[config.mk]
export PLATFORM = sky130hd
export DESIGN_NAME = ioport_decoder
export DESIGN_NICKNAME = d
export VERILOG_FILES = /design/src/rtl/ioport_pkg.sv /design/src/rtl/ioport_decode.sv /design/src/rtl/ioport_regs.sv /design/src/rtl/ioport_rdmux.sv /design/src/rtl/ioport_decoder.sv
export SDC_FILE = /design/constraint.sdc
export NUM_CORES = 1
export LEC_CHECK = 0
export BUFFER_PORTS_ARGS = -buffer_cell sky130_fd_sc_hd__buf_2
export CORE_MARGIN = 5
export CORE_UTILIZATION = 53
export CTS_BUF_LIST = sky130_fd_sc_hd__clkbuf_4
export CTS_CLUSTER_DIAMETER = 80
export DETAILED_ROUTE_END_ITERATION = 8
export HOLD_SLACK_MARGIN = 0.03
export PLACE_DENSITY = 0.84
export REMOVE_ABC_BUFFERS = 1
export SLEW_MARGIN = 20
export SYNTH_ARGS = -nofsm -noshare
export SYNTH_HDL_FRONTEND = slang
export SYNTH_HIERARCHICAL = 1
export SYNTH_SLANG_ARGS = --single-unit
[constraint.sdc]
create_clock -name clk -period 5.4 [get_ports clk]
set_input_delay 0.81 -clock clk [delete_from_list [all_inputs] [get_ports clk]]
set_output_delay 0.81 -clock clk [all_outputs]
set_load 0.01 [all_outputs]
[src/rtl/ioport_pkg.sv]
package ioport_pkg;
    // Resource reached by a decoded offset
    typedef enum logic [2:0] {
        RES_NONE,
        RES_SHADOW,
        RES_CDP,
        RES_PTR,
        RES_RST,
        RES_BDP
    } res_e;

    // Encoding of the size input
    localparam logic [1:0] SZ_BYTE  = 2'd0;
    localparam logic [1:0] SZ_WORD  = 2'd1;
    localparam logic [1:0] SZ_DWORD = 2'd2;

    // The I/O window is 32 bytes wide
    localparam int WIN_BITS = 5;
endpackage

[src/rtl/ioport_decode.sv]
// ioport_decode: combinational offset decode and legality check.
// Assumes: the window is 32 bytes from base_addr. The offset is computed by
// subtraction, so the base needs no alignment. The map depends on dword_mode.
module ioport_decode
    import ioport_pkg::*;
#(
    parameter int ADDR_W = 32
) (
    input  logic              en,
    input  logic [ADDR_W-1:0] base_addr,
    input  logic [ADDR_W-1:0] addr,
    input  logic [1:0]        size,
    input  logic              we,
    input  logic              dword_mode,
    output logic              sel,
    output logic              legal,
    output res_e              res,
    output logic [3:0]        off_lo
);
    logic [ADDR_W-1:0]   diff;
    logic [WIN_BITS-1:0] off;
    logic                hit;

    // Offset within the window and window hit
    always_comb begin
        diff   = addr - base_addr;
        off    = diff[WIN_BITS-1:0];
        hit    = en && (diff[ADDR_W-1:WIN_BITS] == '0);
        off_lo = off[3:0];
    end

    // Resource selection per mode
    always_comb begin
        res = RES_NONE;
        if (!off[4]) begin
            res = RES_SHADOW;
        end else if (dword_mode) begin
            case (off[3:2])
                2'd0:    res = RES_CDP;
                2'd1:    res = RES_PTR;
                2'd2:    res = RES_RST;
                default: res = RES_BDP;
            endcase
        end else if (!off[3]) begin
            case (off[2:1])
                2'd0:    res = RES_CDP;
                2'd1:    res = RES_PTR;
                2'd2:    res = RES_RST;
                default: res = RES_BDP;
            endcase
        end
    end

    // Select and legality per mode
    always_comb begin
        if (dword_mode) begin
            sel   = hit && (size == SZ_DWORD) && (off[1:0] == 2'b00);
            legal = sel;
        end else begin
            sel   = hit && !(off[4] && off[3]);
            legal = sel && (((size == SZ_WORD) && !off[0])
                         || ((size == SZ_BYTE) && !we && !off[4])
                         || ((size == SZ_DWORD) && we && (off == 5'h10)));
        end
    end
endmodule

[src/rtl/ioport_regs.sv]
// ioport_regs: mode latch, shared pointer and write/reset strobes.
// Assumes: go is already qualified by req and legality. Only rst_n clears
// the mode; soft_rst is an output only and never feeds back.
module ioport_regs
    import ioport_pkg::*;
#(
    parameter int PTR_W = 8
) (
    input  logic             clk,
    input  logic             rst_n,
    input  logic             go,
    input  res_e             res,
    input  logic             we,
    input  logic [1:0]       size,
    input  logic [31:0]      wdata,
    output logic             dword_mode,
    output logic [PTR_W-1:0] ptr,
    output logic             csr_we,
    output logic             bcr_we,
    output logic [31:0]      port_wdata,
    output logic             soft_rst
);
    logic go_switch;

    // Qualifying write that enters double-word mode
    always_comb go_switch = go && we && (res == RES_CDP) && (size == SZ_DWORD);

    // Sticky access-width mode
    always_ff @(posedge clk) begin
        if (!rst_n)         dword_mode <= 1'b0;
        else if (go_switch) dword_mode <= 1'b1;
    end

    // Shared register pointer
    always_ff @(posedge clk) begin
        if (!rst_n)                             ptr <= '0;
        else if (go && we && res == RES_PTR)    ptr <= wdata[PTR_W-1:0];
    end

    // One-cycle strobes toward the register file
    always_ff @(posedge clk) begin
        if (!rst_n) begin
            csr_we     <= 1'b0;
            bcr_we     <= 1'b0;
            soft_rst   <= 1'b0;
            port_wdata <= '0;
        end else begin
            csr_we   <= go && we && (res == RES_CDP);
            bcr_we   <= go && we && (res == RES_BDP);
            soft_rst <= go && !we && (res == RES_RST);
            if (go && we) port_wdata <= wdata;
        end
    end

    // once set, the mode holds until hardware reset
    a_r6_mode_sticky: assert property (@(posedge clk) disable iff (!rst_n)
        dword_mode |=> dword_mode);
    // the qualifying write leaves the block in double-word mode
    a_r5_switch: assert property (@(posedge clk) disable iff (!rst_n)
        go_switch |=> dword_mode);
    // the two data ports are never strobed together
    a_r10_one_port: assert property (@(posedge clk) disable iff (!rst_n)
        !(csr_we && bcr_we));
    // a software reset pulse never comes from a write
    a_r11_no_write_pulse: assert property (@(posedge clk) disable iff (!rst_n)
        (go && we) |=> !soft_rst);
endmodule

[src/rtl/ioport_rdmux.sv]
// ioport_rdmux: selects read data for a decoded access.
// Assumes: a legal shadow access does not cross byte 15. Lanes above the
// access width and reserved upper halves are driven to zero.
module ioport_rdmux
    import ioport_pkg::*;
#(
    parameter int PTR_W = 8,
    parameter int REG_W = 16
) (
    input  res_e              res,
    input  logic [1:0]        size,
    input  logic [3:0]        off_lo,
    input  logic [127:0]      shadow_bytes,
    input  logic [PTR_W-1:0]  ptr,
    input  logic [REG_W-1:0]  csr_rdata,
    input  logic [REG_W-1:0]  bcr_rdata,
    output logic [31:0]       rdata
);
    localparam int LANES = 4;

    logic [31:0] shadow_word;
    logic [2:0]  nbytes;

    // Number of bytes the access carries
    always_comb begin
        case (size)
            SZ_BYTE: nbytes = 3'd1;
            SZ_WORD: nbytes = 3'd2;
            default: nbytes = 3'd4;
        endcase
    end

    // One lane per byte of the bus, each picking a shadow byte
    for (genvar k = 0; k < LANES; k++) begin : g_lane
        logic [3:0] idx;
        // Shadow byte feeding lane k
        always_comb begin
            idx = off_lo + 4'(k);
            shadow_word[8*k +: 8] = (3'(k) < nbytes) ? shadow_bytes[8*idx +: 8] : 8'h00;
        end
    end

    // Resource multiplexer
    always_comb begin
        case (res)
            RES_SHADOW: rdata = shadow_word;
            RES_CDP:    rdata = 32'(csr_rdata);
            RES_BDP:    rdata = 32'(bcr_rdata);
            RES_PTR:    rdata = 32'(ptr);
            default:    rdata = '0;
        endcase
    end
endmodule

[src/rtl/ioport_decoder.sv]
// ioport_decoder: host I/O slave for an indirectly addressed register file.
// Assumes: req is a one-cycle strobe and the response appears the following
// cycle. en is low while base_addr is not yet valid.
module ioport_decoder
    import ioport_pkg::*;
#(
    parameter int ADDR_W = 32,
    parameter int PTR_W  = 8,
    parameter int REG_W  = 16
) (
    input  logic              clk,
    input  logic              rst_n,
    input  logic              en,
    input  logic [ADDR_W-1:0] base_addr,
    input  logic              req,
    input  logic [ADDR_W-1:0] addr,
    input  logic [1:0]        size,
    input  logic              we,
    input  logic [31:0]       wdata,
    input  logic [127:0]      shadow_bytes,
    input  logic [REG_W-1:0]  csr_rdata,
    input  logic [REG_W-1:0]  bcr_rdata,
    output logic              dev_sel,
    output logic              rdy,
    output logic [31:0]       rdata,
    output logic              dword_mode,
    output logic [PTR_W-1:0]  csr_ptr,
    output logic              csr_we,
    output logic              bcr_we,
    output logic [31:0]       port_wdata,
    output logic              soft_rst
);
    logic        sel_d;
    logic        legal_d;
    res_e        res_d;
    logic [3:0]  off_lo;
    logic [31:0] rdata_d;
    logic        go;

    ioport_decode #(.ADDR_W(ADDR_W)) u_dec (
        .en         (en),
        .base_addr  (base_addr),
        .addr       (addr),
        .size       (size),
        .we         (we),
        .dword_mode (dword_mode),
        .sel        (sel_d),
        .legal      (legal_d),
        .res        (res_d),
        .off_lo     (off_lo)
    );

    // Accepted access this cycle
    always_comb go = req && legal_d;

    ioport_regs #(.PTR_W(PTR_W)) u_regs (
        .clk        (clk),
        .rst_n      (rst_n),
        .go         (go),
        .res        (res_d),
        .we         (we),
        .size       (size),
        .wdata      (wdata),
        .dword_mode (dword_mode),
        .ptr        (csr_ptr),
        .csr_we     (csr_we),
        .bcr_we     (bcr_we),
        .port_wdata (port_wdata),
        .soft_rst   (soft_rst)
    );

    ioport_rdmux #(.PTR_W(PTR_W), .REG_W(REG_W)) u_rd (
        .res          (res_d),
        .size         (size),
        .off_lo       (off_lo),
        .shadow_bytes (shadow_bytes),
        .ptr          (csr_ptr),
        .csr_rdata    (csr_rdata),
        .bcr_rdata    (bcr_rdata),
        .rdata        (rdata_d)
    );

    // Registered response one cycle after the request
    always_ff @(posedge clk) begin
        if (!rst_n) begin
            dev_sel <= 1'b0;
            rdy     <= 1'b0;
            rdata   <= '0;
        end else begin
            dev_sel <= req && sel_d;
            rdy     <= go;
            rdata   <= (go && !we) ? rdata_d : '0;
        end
    end

    // ready never comes without device select
    a_r12_rdy_has_sel: assert property (@(posedge clk) disable iff (!rst_n)
        rdy |-> dev_sel);
    // a disabled window never answers
    a_r1_disabled: assert property (@(posedge clk) disable iff (!rst_n)
        (req && !en) |=> (!dev_sel && !rdy));
    // narrow accesses in double-word mode are refused
    a_r8_narrow: assert property (@(posedge clk) disable iff (!rst_n)
        (req && dword_mode && size != SZ_DWORD) |=> (!dev_sel && !rdy));
    // a software reset pulse is an accepted access
    a_r11_pulse_ready: assert property (@(posedge clk) disable iff (!rst_n)
        soft_rst |-> rdy);
    // a write strobe is an accepted access
    a_r10_strobe_ready: assert property (@(posedge clk) disable iff (!rst_n)
        (csr_we || bcr_we) |-> rdy);
endmodule

==> impl_metrics.csv <==
group,metric,value,unit
synth,yosysWarnings,6,
power_and_ir_drop,cell_internal_pwr,1.48,mW
power_and_ir_drop,cellLeakagePower,5.07,nW
cts,cts_tree,"done",
power_and_ir_drop,clkPwrFrac,13.6,%
final_layout,final_util,63.9,%
route,vias_per_cell,6.47,
setup_path,crit_arrival,4710,ps
setup_path,critical-path-top-delay-family,"simple AND/OR/NAND/NOR gates",
sta,fin_worst_skew,18.0,ps
placement,dp_hpwl,26900,um
power_and_ir_drop,comb_power_share,64.6,%
final_layout,final_cell_mix,"buf_2 (340), nand2_1 (139), mux4_2 (119)",
route,drc,0,
sta,layout_min_cycle_time,4290,ps
cts,path_clk_slew,160,ps
global_routing,grt_max_degree,66,
final_layout,drive_above_1_share,41.3,%
setup_path,cp-start-kind,"input pin",
sta,fin_crit_sh,79.4,%
final_layout,layout_commonest_cell,"buf_2",
setup_path,path_common_cell,"nand2b_1",
synth,syn_inst,1001,
global_routing,overflow,0,
power_and_ir_drop,peakVddDrop,0.145,mV
synth,async_flop_share,0,%
synth,synthesis.area,0.00959,mm2
cts,postCtsResizedCells,0,
sta,rsz0062_at_grt,"false",
synth,syn_area_per_cell,9.58,um2
cts,cts.sinks,78,
sta,finalSetupTns,0,ps
sta,tightestPinTransition,1050,ps
cts,cts_setup_buffers,0,
global_routing,antenna_found_initial,6,
sta,hold_viol,0,
placement,port_buffers,340,
floorplanning,core-area,0.0179,mm2
sta,setup_viol,0,
route,drt_iter0_drc,892,
floorplanning,die_h,144,um
floorplanning,die_area,0.0209,mm2
sta,finalMaxSlewViolations,0,
cts,htree_levels,3,
setup_path,worstPathMaxFanout,9,
floorplanning,dieWidth,144,um
synth,ys_seq_elements,78,
power_and_ir_drop,pwr_density_cell,231,mW/mm2
run_status,status,"finished clean",
power_and_ir_drop,seq_power_share,21.8,%
synth,ys_types,88,
synth,synth_edf_count,0,
synth,ys.flop_type,"dfxtp_1",
cts,clkLatencyLatePin,460,ps
floorplanning,rows,49,
route,drtAntennaViolNets,0,
route,vias,9897,
global_routing,grt_pass1_wl,50900,um
setup_path,critical_path_class,"in -> reg",
sta,slew-limit-headroom,30.0,%
placement,gp_congestion,0.973,
setup_path,slowest_stage,"nor2_1",
final_layout,nets,1592,
cts,holdBufCountCts,0,
sta,timing.fmax,233,MHz
route,routed_wl,33800,um
power_and_ir_drop,switching_share,43.9,%
route,first_pass_iters,5,
setup_path,endpoint_kind,"flop",
cts,cts.path.max_buffers,2,
final_layout,syn_to_final_growth,19.4,%
setup_path,cp.required,5820,ps
worst_hold_path,min_path_type,"reg -> reg",
synth,yosysSeqAreaShare,16.3,%
global_routing,grt_pass1_vias,9660,
setup_path,cp_slowest_stage_delay,910,ps
floorplanning,ioPinCount,341,
cts,root_buffer,"clkbuf_4",
setup_path,cp_cell_sequence,"buf_2, ha_1, fa_1, and2b_1, o21ai_0, nand2b_1, xnor2_1, a211oi_1, nand2b_1, nor2_1, a22oi_1, o31ai_2, and2_1",
floorplanning,initial_utilization,53.6,%
cts,cts_made_buffers,9,
flow_run,cap_violations,0,
route,wl_per_cell,22.1,um
global_routing,grt_usage,31.2,%
setup_path,path_buf_inv,1,
power_and_ir_drop,p_sw,1.16,mW
-- stage by stage --
step | instances | area, um2 | worst slack, ps | hold WS (ps) | power [mW]
after CTS | 1526 | 11400 | 1210 | 462 | 2.63
after global placement | 1510 | 11300 | 796 | 438 | 2.23
after global routing | 1529 | 11400 | 895 | 479 | 2.80
after floorplan | 926 | 9130 | -2860 | 479 | 1.80
final | 1530 | 11400 | 1110 | 459 | 2.65
after detailed placement | 1510 | 11300 | 695 | 443 | 2.27
-- cell type report --
| type | instances | area (um2) |
|---|---|---|
| Antenna cell | 4 | 10.0 |
| Clock inverter | 7 | 63.8 |
| Multi-Input combinational cell | 803 | 7460 |
| Sequential cell | 78 | 1560 |
| Clock buffer | 9 | 67.6 |
| Tap cell | 229 | 287 |
| Fill cell | 1485 | 6460 |
| Inverter | 45 | 171 |
| Timing Repair Buffer | 355 | 1830 |
-- registers in the layout, summed over array words and instances (netlist names) --
name	flops
u_regs/soft_rst	1
rdy	1
dev_sel	1
u_regs/bcr_we	1
u_regs/csr_we	1
u_regs/port_wdata	32
rdata	32
u_regs/ptr	8
u_regs/dword_mode	1
-- final timing paths --
kind / start / endpoint / slack, ps / cells past startpoint
min reg2reg: u_regs/port_wdata[2] / u_regs/port_wdata[2] / 460 / 2
max reg2reg: u_regs/dword_mode / rdata[12] / 2120 / 7
min: u_regs/port_wdata[2] / u_regs/port_wdata[2] / 460 / 2
max: base_addr[0] / rdata[12] / 1110 / 13
-- Yosys cell counts, drive strengths merged (3+ instances only) --
cell	number	area, um2
buf	58	387
o31ai	10	105
nor4b	3	32.5
and3	12	75.1
clkbuf	17	67.6
nand2b	14	87.6
mux2i	62	621
nand2	140	528
o21a	5	37.5
nor3	21	121
or2	3	18.8
a21o	8	60.1
o2111ai	5	56.3
a22oi	10	75.1
a31oi	3	40.0
nor2	34	128
nor2b	10	62.6
mux4	122	2760
a21boi	34	255
xor2	10	106
dfxtp	78	1560
nand4	14	87.6
o22ai	10	62.6
xnor2	14	130
and2	53	340
a21oi	43	226
o21ai	35	179
o211ai	5	37.5
nor4	5	37.5
nand3	9	50.1
inv	45	169
ha	36	450
a211oi	30	225
a211o	8	70.1
-- power by group through the flow --
| stage | sequential, mW | clock (mW) | combinational (mW) |
|---|---|---|---|
| after global placement | 0.588 | 0 | 1.64 |
| after floorplan | 0.588 | 0 | 1.21 |
| after CTS | 0.576 | 0.370 | 1.68 |
| after global routing | 0.576 | 0.396 | 1.82 |
| after detailed placement | 0.588 | 0 | 1.68 |
| final | 0.576 | 0.360 | 1.71 |
-- cell families after synthesis --
logic type	count (synthesis)	synth area share [%]
and+or+nand+nor	333	17.7
AOI/OAI and AO/OA	224	16.7
muxes	185	35.4
buffers and inverters	120	6.50
DFF	78	16.3
adders and majority gates	37	4.91
xor gates and xnor gates	24	2.47
-- metal layers --
layer	track usage (%)	routed length (um)	vias to the layer above
met5	0	33	-
met4	15.9	1690	6
met3	6.45	3630	128
met2	51.9	16300	705
met1	38.4	12200	4644
li1	-	-	4414
-- tightest hold or removal path, stage by stage, from the launching register on --
cell and delay (ps):
dfxtp_1 330, nand2_1 50, a21boi_1 50
Power figures use the tool's default switching activity.
